$ cat src/rtl/dds_pkg.sv
package dds_pkg;
  localparam int DFLT_PHASE_W  = 48;
  localparam int DFLT_ADDR_W   = 13;
  localparam int DFLT_SAMPLE_W = 12;
  localparam int DFLT_SEL_W    = 2;
  localparam int BYTE_W        = 8;
endpackage

$ cat src/rtl/dds_incr_regs.sv
module dds_incr_regs
  import dds_pkg::*;
#(
  parameter int PHASE_W = DFLT_PHASE_W,
  parameter int SEL_W   = DFLT_SEL_W,
  parameter int AW      = 3
) (
  input  logic               clk,
  input  logic               rst,
  input  logic               wr_en,
  input  logic [AW-1:0]      wr_addr,
  input  logic [BYTE_W-1:0]  wr_data,
  output logic [PHASE_W-1:0] live_inc,
  output logic [SEL_W-1:0]   tbl_sel
);
  localparam int NB = PHASE_W / BYTE_W;
  localparam logic [AW-1:0] LAST_A = AW'(NB - 1);
  localparam logic [AW-1:0] CTRL_A = AW'(NB);

  logic [PHASE_W-BYTE_W-1:0] shadow;

  // Lower increment bytes land in the shadow only
  for (genvar g = 0; g < NB - 1; g++) begin : g_shadow
    always_ff @(posedge clk) begin
      if (rst) shadow[g*BYTE_W +: BYTE_W] <= '0;
      else if (wr_en && wr_addr == AW'(g)) shadow[g*BYTE_W +: BYTE_W] <= wr_data;
    end
  end

  // Final byte commits the whole increment at once
  always_ff @(posedge clk) begin
    if (rst) live_inc <= '0;
    else if (wr_en && wr_addr == LAST_A) live_inc <= {wr_data, shadow};
  end

  always_ff @(posedge clk) begin
    if (rst) tbl_sel <= '0;
    else if (wr_en && wr_addr == CTRL_A) tbl_sel <= wr_data[BYTE_W-1 -: SEL_W];
  end

  a_r4_partial_hold: assert property (@(posedge clk) disable iff (rst)
    (wr_en && wr_addr < LAST_A) |=> $stable(live_inc));
  a_r5_commit_top: assert property (@(posedge clk) disable iff (rst)
    (wr_en && wr_addr == LAST_A) |=> live_inc[PHASE_W-1 -: BYTE_W] == $past(wr_data));
  a_r6_sel_load: assert property (@(posedge clk) disable iff (rst)
    (wr_en && wr_addr == CTRL_A) |=> tbl_sel == $past(wr_data[BYTE_W-1 -: SEL_W]));
  a_r6_sel_keep: assert property (@(posedge clk) disable iff (rst)
    !(wr_en && wr_addr == CTRL_A) |=> $stable(tbl_sel));
endmodule

$ cat src/rtl/dds_phase_acc.sv
module dds_phase_acc
  import dds_pkg::*;
#(
  parameter int PHASE_W = DFLT_PHASE_W,
  parameter int ADDR_W  = DFLT_ADDR_W
) (
  input  logic               clk,
  input  logic               rst,
  input  logic               adv,
  input  logic [PHASE_W-1:0] inc,
  output logic [ADDR_W-1:0]  addr
);
  logic [PHASE_W-1:0] acc;

  // Natural modulo-2^PHASE_W wrap, no saturation
  always_ff @(posedge clk) begin
    if (rst) acc <= '0;
    else if (adv) acc <= acc + inc;
  end

  assign addr = acc[PHASE_W-1 -: ADDR_W];

  a_r8_phase_hold: assert property (@(posedge clk) disable iff (rst)
    !adv |=> $stable(acc));
  a_r3_zero_step: assert property (@(posedge clk) disable iff (rst)
    (adv && inc == '0) |=> $stable(acc));
endmodule

$ cat src/rtl/dds_sample_stage.sv
module dds_sample_stage
  import dds_pkg::*;
#(
  parameter int SAMPLE_W = DFLT_SAMPLE_W
) (
  input  logic                clk,
  input  logic                rst,
  input  logic [SAMPLE_W-1:0] rd_data,
  input  logic                out_ready,
  output logic                out_valid,
  output logic [SAMPLE_W-1:0] out_data,
  output logic                adv
);
  // Accept when empty or when the held sample is being taken
  assign adv = !out_valid || out_ready;

  always_ff @(posedge clk) begin
    if (rst) begin
      out_valid <= 1'b0;
      out_data  <= '0;
    end else if (adv) begin
      out_valid <= 1'b1;
      out_data  <= rd_data;
    end
  end

  a_r8_sample_hold: assert property (@(posedge clk) disable iff (rst)
    (out_valid && !out_ready) |=> (out_valid && $stable(out_data)));
  a_r7_valid_sticky: assert property (@(posedge clk) disable iff (rst)
    out_valid |=> out_valid);
endmodule

$ cat src/rtl/dds_wave_addr.sv
module dds_wave_addr
  import dds_pkg::*;
#(
  parameter int PHASE_W  = DFLT_PHASE_W,
  parameter int ADDR_W   = DFLT_ADDR_W,
  parameter int SAMPLE_W = DFLT_SAMPLE_W,
  parameter int SEL_W    = DFLT_SEL_W,
  parameter int REG_AW   = $clog2(PHASE_W / BYTE_W + 1)
) (
  input  logic                clk,
  input  logic                rst,
  input  logic                wr_en,
  input  logic [REG_AW-1:0]   wr_addr,
  input  logic [BYTE_W-1:0]   wr_data,
  output logic [ADDR_W-1:0]   tbl_addr,
  output logic [SEL_W-1:0]    tbl_sel,
  input  logic [SAMPLE_W-1:0] tbl_data,
  output logic                smp_valid,
  input  logic                smp_ready,
  output logic [SAMPLE_W-1:0] smp_data
);
  logic [PHASE_W-1:0] live_inc;
  logic               adv;

  dds_incr_regs #(.PHASE_W(PHASE_W), .SEL_W(SEL_W), .AW(REG_AW)) u_regs (
    .clk(clk), .rst(rst), .wr_en(wr_en), .wr_addr(wr_addr), .wr_data(wr_data),
    .live_inc(live_inc), .tbl_sel(tbl_sel)
  );

  dds_phase_acc #(.PHASE_W(PHASE_W), .ADDR_W(ADDR_W)) u_acc (
    .clk(clk), .rst(rst), .adv(adv), .inc(live_inc), .addr(tbl_addr)
  );

  dds_sample_stage #(.SAMPLE_W(SAMPLE_W)) u_out (
    .clk(clk), .rst(rst), .rd_data(tbl_data), .out_ready(smp_ready),
    .out_valid(smp_valid), .out_data(smp_data), .adv(adv)
  );

  a_r1_reset_state: assert property (@(posedge clk) disable iff (rst)
    $fell(rst) |-> (tbl_addr == '0 && tbl_sel == '0 && !smp_valid));
  a_r7_first_valid: assert property (@(posedge clk) disable iff (rst)
    $fell(rst) |=> smp_valid);
endmodule

$ cat config.mk
export PLATFORM = sky130hd
export DESIGN_NAME = dds_wave_addr
export DESIGN_NICKNAME = d
export VERILOG_FILES = /design/src/rtl/dds_pkg.sv /design/src/rtl/dds_incr_regs.sv /design/src/rtl/dds_phase_acc.sv /design/src/rtl/dds_sample_stage.sv /design/src/rtl/dds_wave_addr.sv
export SDC_FILE = /design/constraint.sdc
export NUM_CORES = 1
export LEC_CHECK = 0
export CORE_MARGIN = 2
export CORE_UTILIZATION = 50
export DETAILED_ROUTE_END_ITERATION = 12
export PLACE_DENSITY = 0.72
export SETUP_SLACK_MARGIN = 0.3
export SLEW_MARGIN = 20
export SYNTH_ARGS = -nofsm -noshare
export SYNTH_HDL_FRONTEND = slang
export SYNTH_HIERARCHICAL = 1
export SYNTH_SLANG_ARGS = --single-unit
$ cat constraint.sdc
create_clock -name clk -period 2.85 [get_ports clk]
set_clock_uncertainty 0.2 [all_clocks]
set_input_delay 0.855 -clock clk [delete_from_list [all_inputs] [get_ports clk]]
set_output_delay 0.855 -clock clk [all_outputs]
set_load 0.02 [all_outputs]
# --- After elaboration in Yosys (flattened, before gate mapping) ---
# Index checks and enable logic that the tools add are counted.
# W data, S select, Z words.
classes:
  n_addsub: 1
  reduce_logical: 10
  n_eq_ne: 6
ops:
  columns: ["op", "count"]
  rows:
  - ["$add A48 B48 Y48", 1]
  - ["$eq A3 B3 Y1 const B", 3]
  - ["$logic_and A1 B1 Y1", 7]
  - ["$eq A3 B2 Y1 const B", 2]
  - ["$eq A3 B1 Y1 const B", 1]
  - ["$logic_not A3 Y1", 1]
  - ["$logic_not A1 Y1", 1]
  - ["$logic_or A1 B1 Y1", 1]
word_totals:
  word_cells: 27
  output_inout_bits: 28
  ff_bits: 151
  input_bits: 27

# --- Depth between registers and ports, before layout ---
# Gate-level depths: netlist of the first run.
logic_depth:
  word_depth: 2
  mapped_depth: 11
  mapped_depth_nobuf: 11

# --- Cells and area by module ---
# Netlist of the first run, hierarchy kept.
modules_own_cells:
  columns: ["mod", "area_each_um2", "seq_area_each_um2", "instances", "cells_each"]
  rows:
  - ["dds_phase_acc", 4772.1, 960.9, 1, 614]
  - ["dds_incr_regs", 3503.4, 1801.7, 1, 306]
  - ["dds_sample_stage", 579.3, 260.2, 1, 57]

# --- Least setup slack after synthesis of the first run ---
# OpenSTA, ideal clock, no wires.
synth_path:
  path_type: "reg2reg"
  startpoint: "reg u_regs.live_inc[0]"
  endpoint: "reg u_acc.acc[40]"
  slack_ps: -17
  setup_time_ps: 58
  synth_period_minus_slack_ps: 2867
  n_path_buf: 0
  path_stages_with_launch: 12
  arrival_ps: 2609
  required_ps: 2592
  path_cell_list: "dfxtp_1 > ha_1 > fa_1 > a21o_1 > a221oi_2 > nor3_1 > o311ai_2 > o211ai_2 > nand4_1 > o21ai_1 > a2111oi_0 > a211o_1"
synth_via:
  elab_chain_len: 1
synth_rtl:
  columns: ["item", "line_no", "text"]
  rows:
  - ["start, declared", "dds_incr_regs.sv:13", "output logic [PHASE_W-1:0] live_inc,"]
  - ["start signal, assigned", "dds_incr_regs.sv:33", "else if (wr_en && wr_addr == LAST_A) live_inc <= {wr_data, shadow};"]
  - ["$add A48 B48 Y48", "dds_phase_acc.sv:18", "else if (adv) acc <= acc + inc;"]
  - ["end signal, assigned", "dds_phase_acc.sv:18", null]
  - ["end, declared", "dds_phase_acc.sv:13", "logic [PHASE_W-1:0] acc;"]
# Every way passes these cells.
# A chain may end at the register's enable or synchronous reset.

# --- Worst setup path after layout of the first run ---
layout_path:
  startpoint: "reg u_regs.live_inc[0]"
  endpoint: "reg u_acc.acc[44]"
# Same word-level chain as after synthesis.

==> results of run 1 <==
## timing repair
item	CTS	global route
gates resized for setup	49	56
buffers inserted	10	12
gates cloned	0	0
endpoints found under the setup margin	31	38
pin swaps	43	43
hold buffers	0	0
## synthesized netlist by cell type, drive strengths merged (4+ instances only)
cell type,n
or3,7
buf,38
a2111oi,5
xnor2,23
dfxtp,151
a31oi,10
a21o,44
nor2,61
ha,47
nand3,17
a211oi,5
nand2b,112
or2,4
and3,8
o21bai,10
nand4,8
xor2,7
o311ai,5
o31ai,7
a21oi,51
mux2i,117
nand4bb,14
o21a,7
nand2,53
o22ai,4
o21ai,32
clkbuf,34
nor3,17
inv,21
o211ai,6
nand4b,6
## critical path, cell delays in order, from the launching register on
cell and delay (ns):
dfxtp_2 0.34, ha_4 0.16, fa_2 0.34, a21o_1 0.19, a221oi_2 0.30, nor3_2 0.09
o311ai_2 0.30, o211ai_2 0.18, nand4_1 0.21, o21ai_4 0.10, a21o_1 0.19, a2111oi_2 0.30
## cells by family (layout without fill, tap and decap cells)
kind of cell,after synthesis,in the layout
AOI/OAI and AO/OA,210,210
xor gates and xnor gates,30,30
adders and majority gates,48,48
buffers and inverters,93,209
DFF,151,151
muxes,118,118
and+or+nand+nor,327,327
## routing by layer
layer | GRT usage, % | part of all wire, % | vias to the layer above
met1 | 33.8 | 45 | 3667
met5 | 0 | 0 | -
met4 | 7.85 | 2.1 | 0
met3 | 4.22 | 5.0 | 29
li1 | - | - | 3708
met2 | 41.5 | 48 | 221
## state kept, by name (all words and copies together), names as in the netlist
| signal | flops |
|---|---|
| u_acc/acc | 48 |
| u_regs/live_inc | 48 |
| u_regs/shadow | 40 |
| u_out/out_valid | 1 |
| u_out/out_data | 12 |
| u_regs/tbl_sel | 2 |
## metrics by stage
step | area (µm²) | worst slack, ns | TNS (ns)
6_report | 11300 | -0.186 | -1.51
5_1_grt | 11300 | -0.283 | -3.30
4_1_cts | 11000 | -0.122 | -0.466
3_5_place_dp | 10000 | -0.233 | -1.01
3_3_place_gp | 10000 | -0.176 | -0.742
2_1_floorplan | 8970 | 0.0594 | 0
## path summary, 6_finish.rpt
path | from | end | slack, ns | cells past startpoint
setup / recovery | u_regs/live_inc[0] | u_acc/acc[44] | -0.19 | 11
hold / removal | u_acc/acc[23] | u_acc/acc[23] | 0.28 | 2
setup reg to reg | u_regs/live_inc[0] | u_acc/acc[44] | -0.19 | 11
hold reg to reg | u_acc/acc[23] | u_acc/acc[23] | 0.28 | 2
## placed cells by master (no fill, tap or decap), drive strengths merged, types with 6 or more instances in the layout
cell type / n
o31ai: 7
clkbuf: 18
a21o: 44
nand4: 8
buf: 103
nand3: 17
o211ai: 6
or3: 7
and3: 8
nor2: 61
o21bai: 10
xnor2: 23
clkdlybuf4s50: 52
dfxtp: 151
nand4bb: 14
o21ai: 32
nand4b: 6
ha: 47
nand2b: 112
xor2: 7
a21oi: 51
nand2: 53
mux2i: 117
nor3: 17
a31oi: 10
inv: 27
o21a: 7
## cell type report
class	count	area share, %
flip-flops and latches	151	26.8
clock inverters	14	1.46
inverters	21	0.695
well taps	225	2.48
multi-input cells	733	52.4
clock buffers	18	3.87
repair buffers	156	12.4
## power groups by stage
stage | Sequential [µW] | Clock [µW] | Combinational, µW
3_3_place_gp | 2210 | 0 | 368
6_report | 2170 | 2320 | 382
4_1_cts | 2170 | 2360 | 378
5_1_grt | 2170 | 2450 | 406
3_5_place_dp | 2210 | 0 | 372
2_1_floorplan | 2220 | 0 | 210
==> metrics.txt, run 1 <==
status complete, but fails checks; violated checks setup timing; FF/Latch Area 3040 µm²; cells after synthesis 977; most common flop cell mapped by yosys dfxtp_1; Hold Slack 0.275 ns; Net Sw Power 1200 µW; Finished Layout Cells 1318; min cycle time layout 3.04 ns; Power Dens Cells 429 nW/µm²; Critical Path Source Type flop; top cells by area, synth dfxtp_1 34%, mux2i_1 13%, nand2b_1 7.9%; CP Class reg2reg; Worst-Skew Late Latency 0.43 ns; Peak VDD IR 0.440 mV; final-report setup violation count 17; nature of the critical path endpoint flop; Sw Share 24.6%; mux contribution to synthesized area 13.4%; initial antenna violation count 0; Max-Cap Viols 0; simple-gate portion of the synthesized area 20.9%; RD Place Congestion 0.930; Via density 5.79; layout cells sized above 1 21.5%; Die Width 137 µm; Tot GR Track Use 25.3%; main combinational cell family by area after synthesis simple AND/OR/NAND/NOR gates; syn nets 1052; area leader, netlist dfxtp_1; logic gate share of total power 7.9%; Seq pwr share 44.5%; FP Rows 48; RSZ-0062 raised after global routing yes; drt total wl 23.6 mm; Slew @ Worst Pin 0.679 ns; Buffers on Ports 54; Clk pin slew, worst setup/hold paths 0.07 ns; Core Util, Final 65.6%; worst setup margin -0.186 ns; DR WL/cell 17.9 µm; placed cell count 1264; WP data arrival 3.15 ns; Yosys cell types 79; drt drc 0; number of antenna diodes 0; Mapped Area 8850 µm²; total power 4870 µW; Compound-Gate Fraction of Synth Area 16.6%; Slew Limit Fails 0; Initial Util 51.2%; Fmax achieved 0.329 GHz; CP Max Fanout 4; CTS tree built; post-synthesis register bit count 151; clock root cell clkbuf_16; adder-cell share of the synthesized area 6.87%; XOR/XNOR Fraction of Synth Area 2.97%; Hold Path Class reg2reg; Clock Tree Buf Depth 2; Ys Warns 6; area of the multi-input gates 5940 µm²; Synth top area share 34.1%; Period Utilization, post-route 107%; 1st-iter DRT viols 605; total CTS buffers 17; Vias 7625; TritonCTS Sinks 151; async set or reset register ratio after synthesis 0%; Internal Power 3670 µW; detailed placer's ending HPWL 16.0 mm; number of synthesized flops with an enable pin 0; clock share of power 47.6%; Fill cells 1365; Final Hold Viols 0; mean post-synth cell area 9.06 µm²; H-tree depth 4; First-pass DRT Iterations 5; Post-DRT Antenna Nets 0; GRT overflow 0; pin count of the biggest net entering global routing 61; core area 17300 µm²; die area 18800 µm²; CP Data Required Time 2.96 ns; io pins 55; Slew headroom 53.6%; Leak 0.00521 µW; Die Span Y 137 µm; Layout area overhead 28.0%; vias in the first global route 7273; Seq/Total Area, Yosys 34.1%; Layout Nets 1155; global-route wire length before repair 37.1 mm
Note: power is estimated with default switching activity, not from simulation.
==> inputs of run 2 (changes only) <==
--- a/config.mk
+++ b/config.mk
@@ -6,9 +6,9 @@
 export NUM_CORES = 1
 export LEC_CHECK = 0
 export CORE_MARGIN = 2
-export CORE_UTILIZATION = 50
+export CORE_UTILIZATION = 53
 export DETAILED_ROUTE_END_ITERATION = 12
-export PLACE_DENSITY = 0.72
+export PLACE_DENSITY = 0.75
 export SETUP_SLACK_MARGIN = 0.3
 export SLEW_MARGIN = 20
 export SYNTH_ARGS = -nofsm -noshare
==> run 2 against run 1 <==
  * The run still ends with setup timing left
  * Sequential share of layout area down 0.082 points
  * Cell count increased by 0.15%
  * Total power is 0.48% lower
  * Critical path depth increased by 1
  * Die area is 5.5% lower
  * Via count rose by 1.4%
  * Fmax shrank 2.5%
  * Critical path type unchanged
==> metrics.txt, run 2 (synthesis results as in run 1) <==
placed cell count 1257 (-0.55%); Slew @ Worst Pin 0.583 ns (-0.0957 ns); Slew headroom 60.1% (+6.5 points); FF/Latch Area 3030 µm² (-0.16%); total power 4840 µW (-0.48%); clock root cell clkbuf_16; worst reg2reg path depth 12 (+1); RSZ-0062 raised after global routing yes; most frequent cells in the layout 147 x dfxtp_1, 117 x mux2i_1, 111 x nand2b_1; Critical Path Source Type flop; CTS tree built; Clk pin slew, worst setup/hold paths 0.07 ns (about the same); Finished Layout Cells 1320 (+0.15%); total CTS buffers 17 (unchanged); Crit path largest cell delay 0.39 ns (+0.05 ns); Largest regs u_acc/acc: 48 flops, u_regs/live_inc: 48 flops, u_regs/shadow: 40 flops; Die Width 133 µm (-2.8%); final-report setup violation count 16 (-1); number of antenna diodes 0 (unchanged); Die Span Y 133 µm (-2.8%); Period Utilization, post-route 109% (+2.8 points); Tot GR Track Use 26.5% (+1.2 points); drt drc 0 (unchanged); Layout Nets 1162 (+0.61%); Vias 7731 (+1.4%); RD Place Congestion 0.935 (+0.51%); TritonCTS Sinks 151 (unchanged); CP Class reg2reg; initial antenna violation count 0 (unchanged); io pins 55 (unchanged); slowest library cell on the worst path o311a_4; Buffers on Ports 54 (unchanged); area of the multi-input gates 5920 µm² (-0.25%); First-pass DRT Iterations 5 (unchanged); die area 17800 µm² (-5.5%); Peak VDD IR 0.592 mV (+34%); Leak 0.00529 µW (+1.4%); Post-DRT Antenna Nets 0 (unchanged); cts hold-fix bufs 0 (unchanged); Worst R2R Setup Slack -0.27 ns (-0.08 ns); Final TNS setup -2.19 ns (-0.678 ns); hold endpoint u_acc/acc[23]; RR Endpoint u_acc/acc[42]; Fill cells 1237 (-9.4%); drt total wl 23.9 mm (+1.2%); Max-Cap Viols 0 (unchanged); CP Data Required Time 3.00 ns (+0.04 ns); min cycle time layout 3.12 ns (+0.0794 ns); most used cell, CP o31ai_2; Via density 5.86 (+1.2%); GRT overflow 0 (unchanged); HP Start u_acc/acc[23]; detailed placer's ending HPWL 15.5 mm (-3.3%); H-tree depth 4 (unchanged); CP Cell Sequence ha_4, fa_2, a21o_1, a221oi_2, buf_4, or2_4, o311a_4, o2111a_2, nor3_4, o31ai_2, and3_1, o31ai_2; Hold Path Class reg2reg; 1st-iter DRT viols 583 (-3.6%); Worst-Skew Late Latency 0.43 ns (about the same); FF-to-FF Start u_regs/live_inc[0]; vias in the first global route 7569 (+4.1%); violated checks setup timing; Initial Util 53.8% (+2.6 points); layout cells sized above 1 21.3% (-0.23 points); Fmax achieved 0.321 GHz (-2.5%); core area 16500 µm² (-4.8%); Clock Tree Buf Depth 2 (unchanged); Final Hold Viols 0 (unchanged); status complete, but fails checks; Power Dens Cells 427 nW/µm² (-0.63%); nature of the critical path endpoint flop; Layout area overhead 28.2%; FP Rows 47 (-2.1%); worst hold path depth 2 (unchanged); global-route wire length before repair 37.8 mm (+1.8%); pin count of the biggest net entering global routing 85 (+39%); commonest non-fill, non-tap cell in the layout dfxtp_1; WP data arrival 3.26 ns (+0.11 ns); Slew Limit Fails 0 (unchanged); CP Max Fanout 3 (-1); DR WL/cell 18.1 µm (+1.0%); worst setup margin -0.265 ns (-0.0794 ns)
==> run 2: cell type report <==
| type | count | area share [%] |
|---|---|---|
| Multi-Input combinational cell | 733 | 52.2 |
| Sequential cell | 151 | 26.7 |
| Timing Repair Buffer | 163 | 12.7 |
| Clock buffer | 17 | 3.75 |
| Tap cell | 220 | 2.42 |
| Clock inverter | 15 | 1.56 |
| Inverter | 21 | 0.694 |
==> run 2: critical path, delay by kind of cell (launching register included) <==
kind | cells | cell delay [ns]
compound gates | 6 | 1.29
fa+ha+maj | 2 | 0.34
buf+inv | 1 | 0.15
flops | 1 | 0.35
simple gates | 3 | 0.70
==> run 2: worst max-delay path by stage <==
stage	start	slack [ns]	to
floorplan	u_regs/live_inc[0]	0.06	u_acc/acc[44]
global placement	u_regs/live_inc[0]	-0.19	u_acc/acc[44]
detailed placement	u_regs/live_inc[0]	-0.24	u_acc/acc[40]
CTS	u_regs/live_inc[0]	-0.12	u_acc/acc[40]
global route	u_acc/acc[1]	-0.36	u_acc/acc[44]
finish	u_regs/live_inc[0]	-0.27	u_acc/acc[42]
==> run 2: repair_timing <==
action | 4_1_cts | 5_1_grt
pin swaps | 42 | 36
resized for setup | 59 | 43
endpoints found under the hold margin | 0 | 0
setup buffers | 17 | 14
setup endpoints to repair | 33 | 41
==> run 2: where the power goes <==
group | switching [µW] | total [µW] | internal (µW) | leakage [µW]
clock | 1040 | 2290 | 1250 | 0.000293
sequential | 21.0 | 2170 | 2150 | 0.00122
combinational | 204 | 385 | 182 | 0.00377
==> run 2: metrics by stage <==
step	utilization (%)	setup slack, ns	instance area (µm²)	hold slack, ns
floorplan	-	0.0594	8970	0.245
global placement	60.8	-0.194	10000	0.255
finish	69.0	-0.265	11400	0.278
CTS	67.0	-0.124	11000	0.273
global route	69.0	-0.363	11400	0.299
detailed placement	60.8	-0.243	10000	0.264
==> run 2: per-layer routing <==
metal | track usage [%] | wire length [µm] | vias up
met3 | 4.76 | 982 | 48
met4 | 10.6 | 636 | 0
li1 | - | - | 3735
met1 | 34.1 | 10700 | 3742
met5 | 0 | 0 | -
met2 | 44.2 | 11600 | 206
==> inputs of run 3 (changes only) <==
--- a/config.mk
+++ b/config.mk
@@ -9,7 +9,6 @@
 export CORE_UTILIZATION = 53
 export DETAILED_ROUTE_END_ITERATION = 12
 export PLACE_DENSITY = 0.75
-export SETUP_SLACK_MARGIN = 0.3
 export SLEW_MARGIN = 20
 export SYNTH_ARGS = -nofsm -noshare
 export SYNTH_HDL_FRONTEND = slang
==> constraint.sdc (replaced) <==
create_clock -name clk -period 2.85 [get_ports clk]
set_clock_uncertainty 0.2 [all_clocks]
set_input_delay 0.855 -clock clk [delete_from_list [all_inputs] [get_ports clk]]
set_output_delay 0.855 -clock clk [all_outputs]
set_load 0.1 [all_outputs]
==> run 3 against run 2 <==
  * The flow still finishes with violations (setup timing)
  * Die area is the same
  * Combinational power grew 22%
  * Wire length shrank 5.6%
  * Utilization shrank 3.1 points
  * Design area shrank 4.5%
  * Worst setup slack gained 0.016 ns
  * Clock power shrank 3%
  * Non-clock buffer count shrank 15
  * Hold slack lost 0.0040 ns
  * Cell count shrank 1.1%
  * Critical path depth grew 1
  * Critical path type unchanged
==> metrics.txt, run 3 (synthesis results as in run 1) <==
status complete, but fails checks; violated checks setup timing; layout cells sized above 1 20.3% (-1.0 points); First-pass DRT Iterations 5 (unchanged); core area 16500 µm² (unchanged); drt drc 0 (unchanged); worst reg2reg path depth 13 (+1); Layout Nets 1147 (-1.3%); Clock Tree Buf Depth 2 (unchanged); final-report setup violation count 10 (-6); RR Endpoint u_acc/acc[38]; Via density 5.77 (-1.6%); HP Start u_acc/acc[23]; Peak VDD IR 0.481 mV (-19%); Slew headroom 63.0% (+2.9 points); placed inst area 9900 µm² (-1.1%); Buffers on Ports 54 (unchanged); Die Width 133 µm (unchanged); commonest non-fill, non-tap cell in the layout dfxtp_1; GRT overflow 0 (unchanged); nature of the critical path endpoint flop; Initial Util 53.8% (unchanged); initial antenna violation count 0 (unchanged); die area 17800 µm² (unchanged); Slew @ Worst Pin 0.540 ns (-0.0428 ns); CP Data Required Time 2.97 ns (-0.03 ns); 1st-iter DRT viols 543 (-6.9%); H-tree depth 4 (unchanged); Critical Path Source Type flop; RD Place Congestion 0.923 (-1.3%); Worst-Skew Late Latency 0.43 ns (about the same); Setup crit start u_regs/live_inc[0]; Clk pin slew, worst setup/hold paths 0.07 ns (about the same); Finished Layout Cells 1305 (-1.1%); Post-DRT Antenna Nets 0 (unchanged); TritonCTS Sinks 151 (unchanged); detailed placer's ending HPWL 15.7 mm (+1.3%); crit path to u_acc/acc[38]; clock root cell clkbuf_16; Layout area overhead 22.4%; WP data arrival 3.22 ns (-0.04 ns); Period Utilization, post-route 109% (-0.57 points); Vias 7524 (-2.7%); most frequent cells in the layout 147 x dfxtp_1, 118 x buf_4, 117 x mux2i_1; placed cell count 1262 (+0.40%); FF-to-FF Start u_regs/live_inc[0]; Worst R2R Setup Slack -0.25 ns (+0.02 ns); drt total wl 22.5 mm (-5.6%); cts hold-fix bufs 0 (unchanged); CP Class reg2reg; io pins 55 (unchanged); Tot GR Track Use 24.9% (-1.6 points); Hold Path Class reg2reg; Largest regs u_acc/acc: 48 flops, u_regs/live_inc: 48 flops, u_regs/shadow: 40 flops; worst setup margin -0.249 ns (+0.0161 ns); RSZ-0062 raised after global routing yes; Fmax achieved 0.323 GHz (+0.52%); Final Hold Viols 0 (unchanged); FP Rows 47 (unchanged); vias in the first global route 7211 (-4.7%); Final TNS setup -0.968 ns (+1.22 ns); number of antenna diodes 0 (unchanged); global-route wire length before repair 35.4 mm (-6.3%); Slew Limit Fails 0 (unchanged); min cycle time layout 3.10 ns (-0.0161 ns); Leak 0.00512 µW (-3.2%); CTS tree built; CP Max Fanout 3 (unchanged); pin count of the biggest net entering global routing 48 (-44%); Power Dens Cells 447 nW/µm² (+4.8%); DR WL/cell 17.3 µm (-4.5%); Max-Cap Viols 0 (unchanged); Fill cells 1327 (+7.3%); cell area after layout 10800 µm² (-4.5%); Hold Slack 0.274 ns (-0.00404 ns); Die Span Y 133 µm (unchanged); total CTS buffers 17 (unchanged)
run 3: cell count changes in the layout (fill, tap and decap cells not counted), moves of 6 or more:
cell,change
buf_4,+25
ha_1,+6
xnor2_1,+7
xnor2_2,-7
buf_6,-14
clkdlybuf4s50_1,-25
run 3: how the worst min path moves through the flow:
stage | end | slack, ns | cells past startpoint
finish | u_acc/acc[23] | 0.27 | 2
global route | u_regs/live_inc[8] | 0.29 | 2
CTS | u_acc/acc[23] | 0.27 | 2
detailed placement | u_acc/acc[23] | 0.26 | 2
global placement | u_acc/acc[23] | 0.26 | 2
floorplan | u_acc/acc[23] | 0.24 | 2
run 3: layer usage:
| metal | up-vias | global-route usage (%) | part of all wire [%] |
|---|---|---|---|
| met1 | 3564 | 32.1 | 45 |
| met3 | 52 | 4.95 | 4.8 |
| met5 | - | 0 | 0 |
| met2 | 208 | 40.7 | 47 |
| met4 | 0 | 10.5 | 3.0 |
| li1 | 3700 | - | - |
run 3: worst max-delay path: stages, from the launching register on:
cell	delay [ns]
dfxtp_2	0.37
ha_4	0.15
fa_2	0.19
a21o_1	0.18
a221oi_4	0.09
buf_4	0.14
or2_4	0.24
o311a_4	0.33
o2111a_2	0.31
buf_4	0.16
o31ai_4	0.18
a21oi_2	0.09
mux2i_1	0.11
a31o_2	0.21
run 3: stage by stage:
stage	worst slack, ns	power, µW	utilization, %
2_1_floorplan	0.00816	2540	-
3_3_place_gp	-0.219	2670	60.1
3_5_place_dp	-0.276	2680	60.1
4_1_cts	-0.146	4890	64.6
5_1_grt	-0.282	5000	65.8
6_report	-0.249	4850	65.8
run 3: final cells by class:
cell class | count | area (µm²) | area share [%]
Multi-Input combinational cell | 733 | 5650 | 52.1
Sequential cell | 151 | 3030 | 28.0
Timing Repair Buffer | 148 | 1230 | 11.3
Clock buffer | 17 | 425 | 3.92
Tap cell | 220 | 275 | 2.54
Clock inverter | 15 | 155 | 1.43
Inverter | 21 | 78.8 | 0.727
run 3: where the power goes:
| group | internal, µW | switching, µW | total [µW] |
|---|---|---|---|
| Clock | 1170 | 1040 | 2210 |
| Combinational | 172 | 298 | 470 |
| Sequential | 2150 | 22.2 | 2170 |
run 3: timing repair:
action / CTS / global route
endpoints found under the setup margin: 18 / 21
pin swaps: 22 / 24
cloned: 0 / 0
gates resized for setup: 26 / 34
setup buffers: 5 / 7
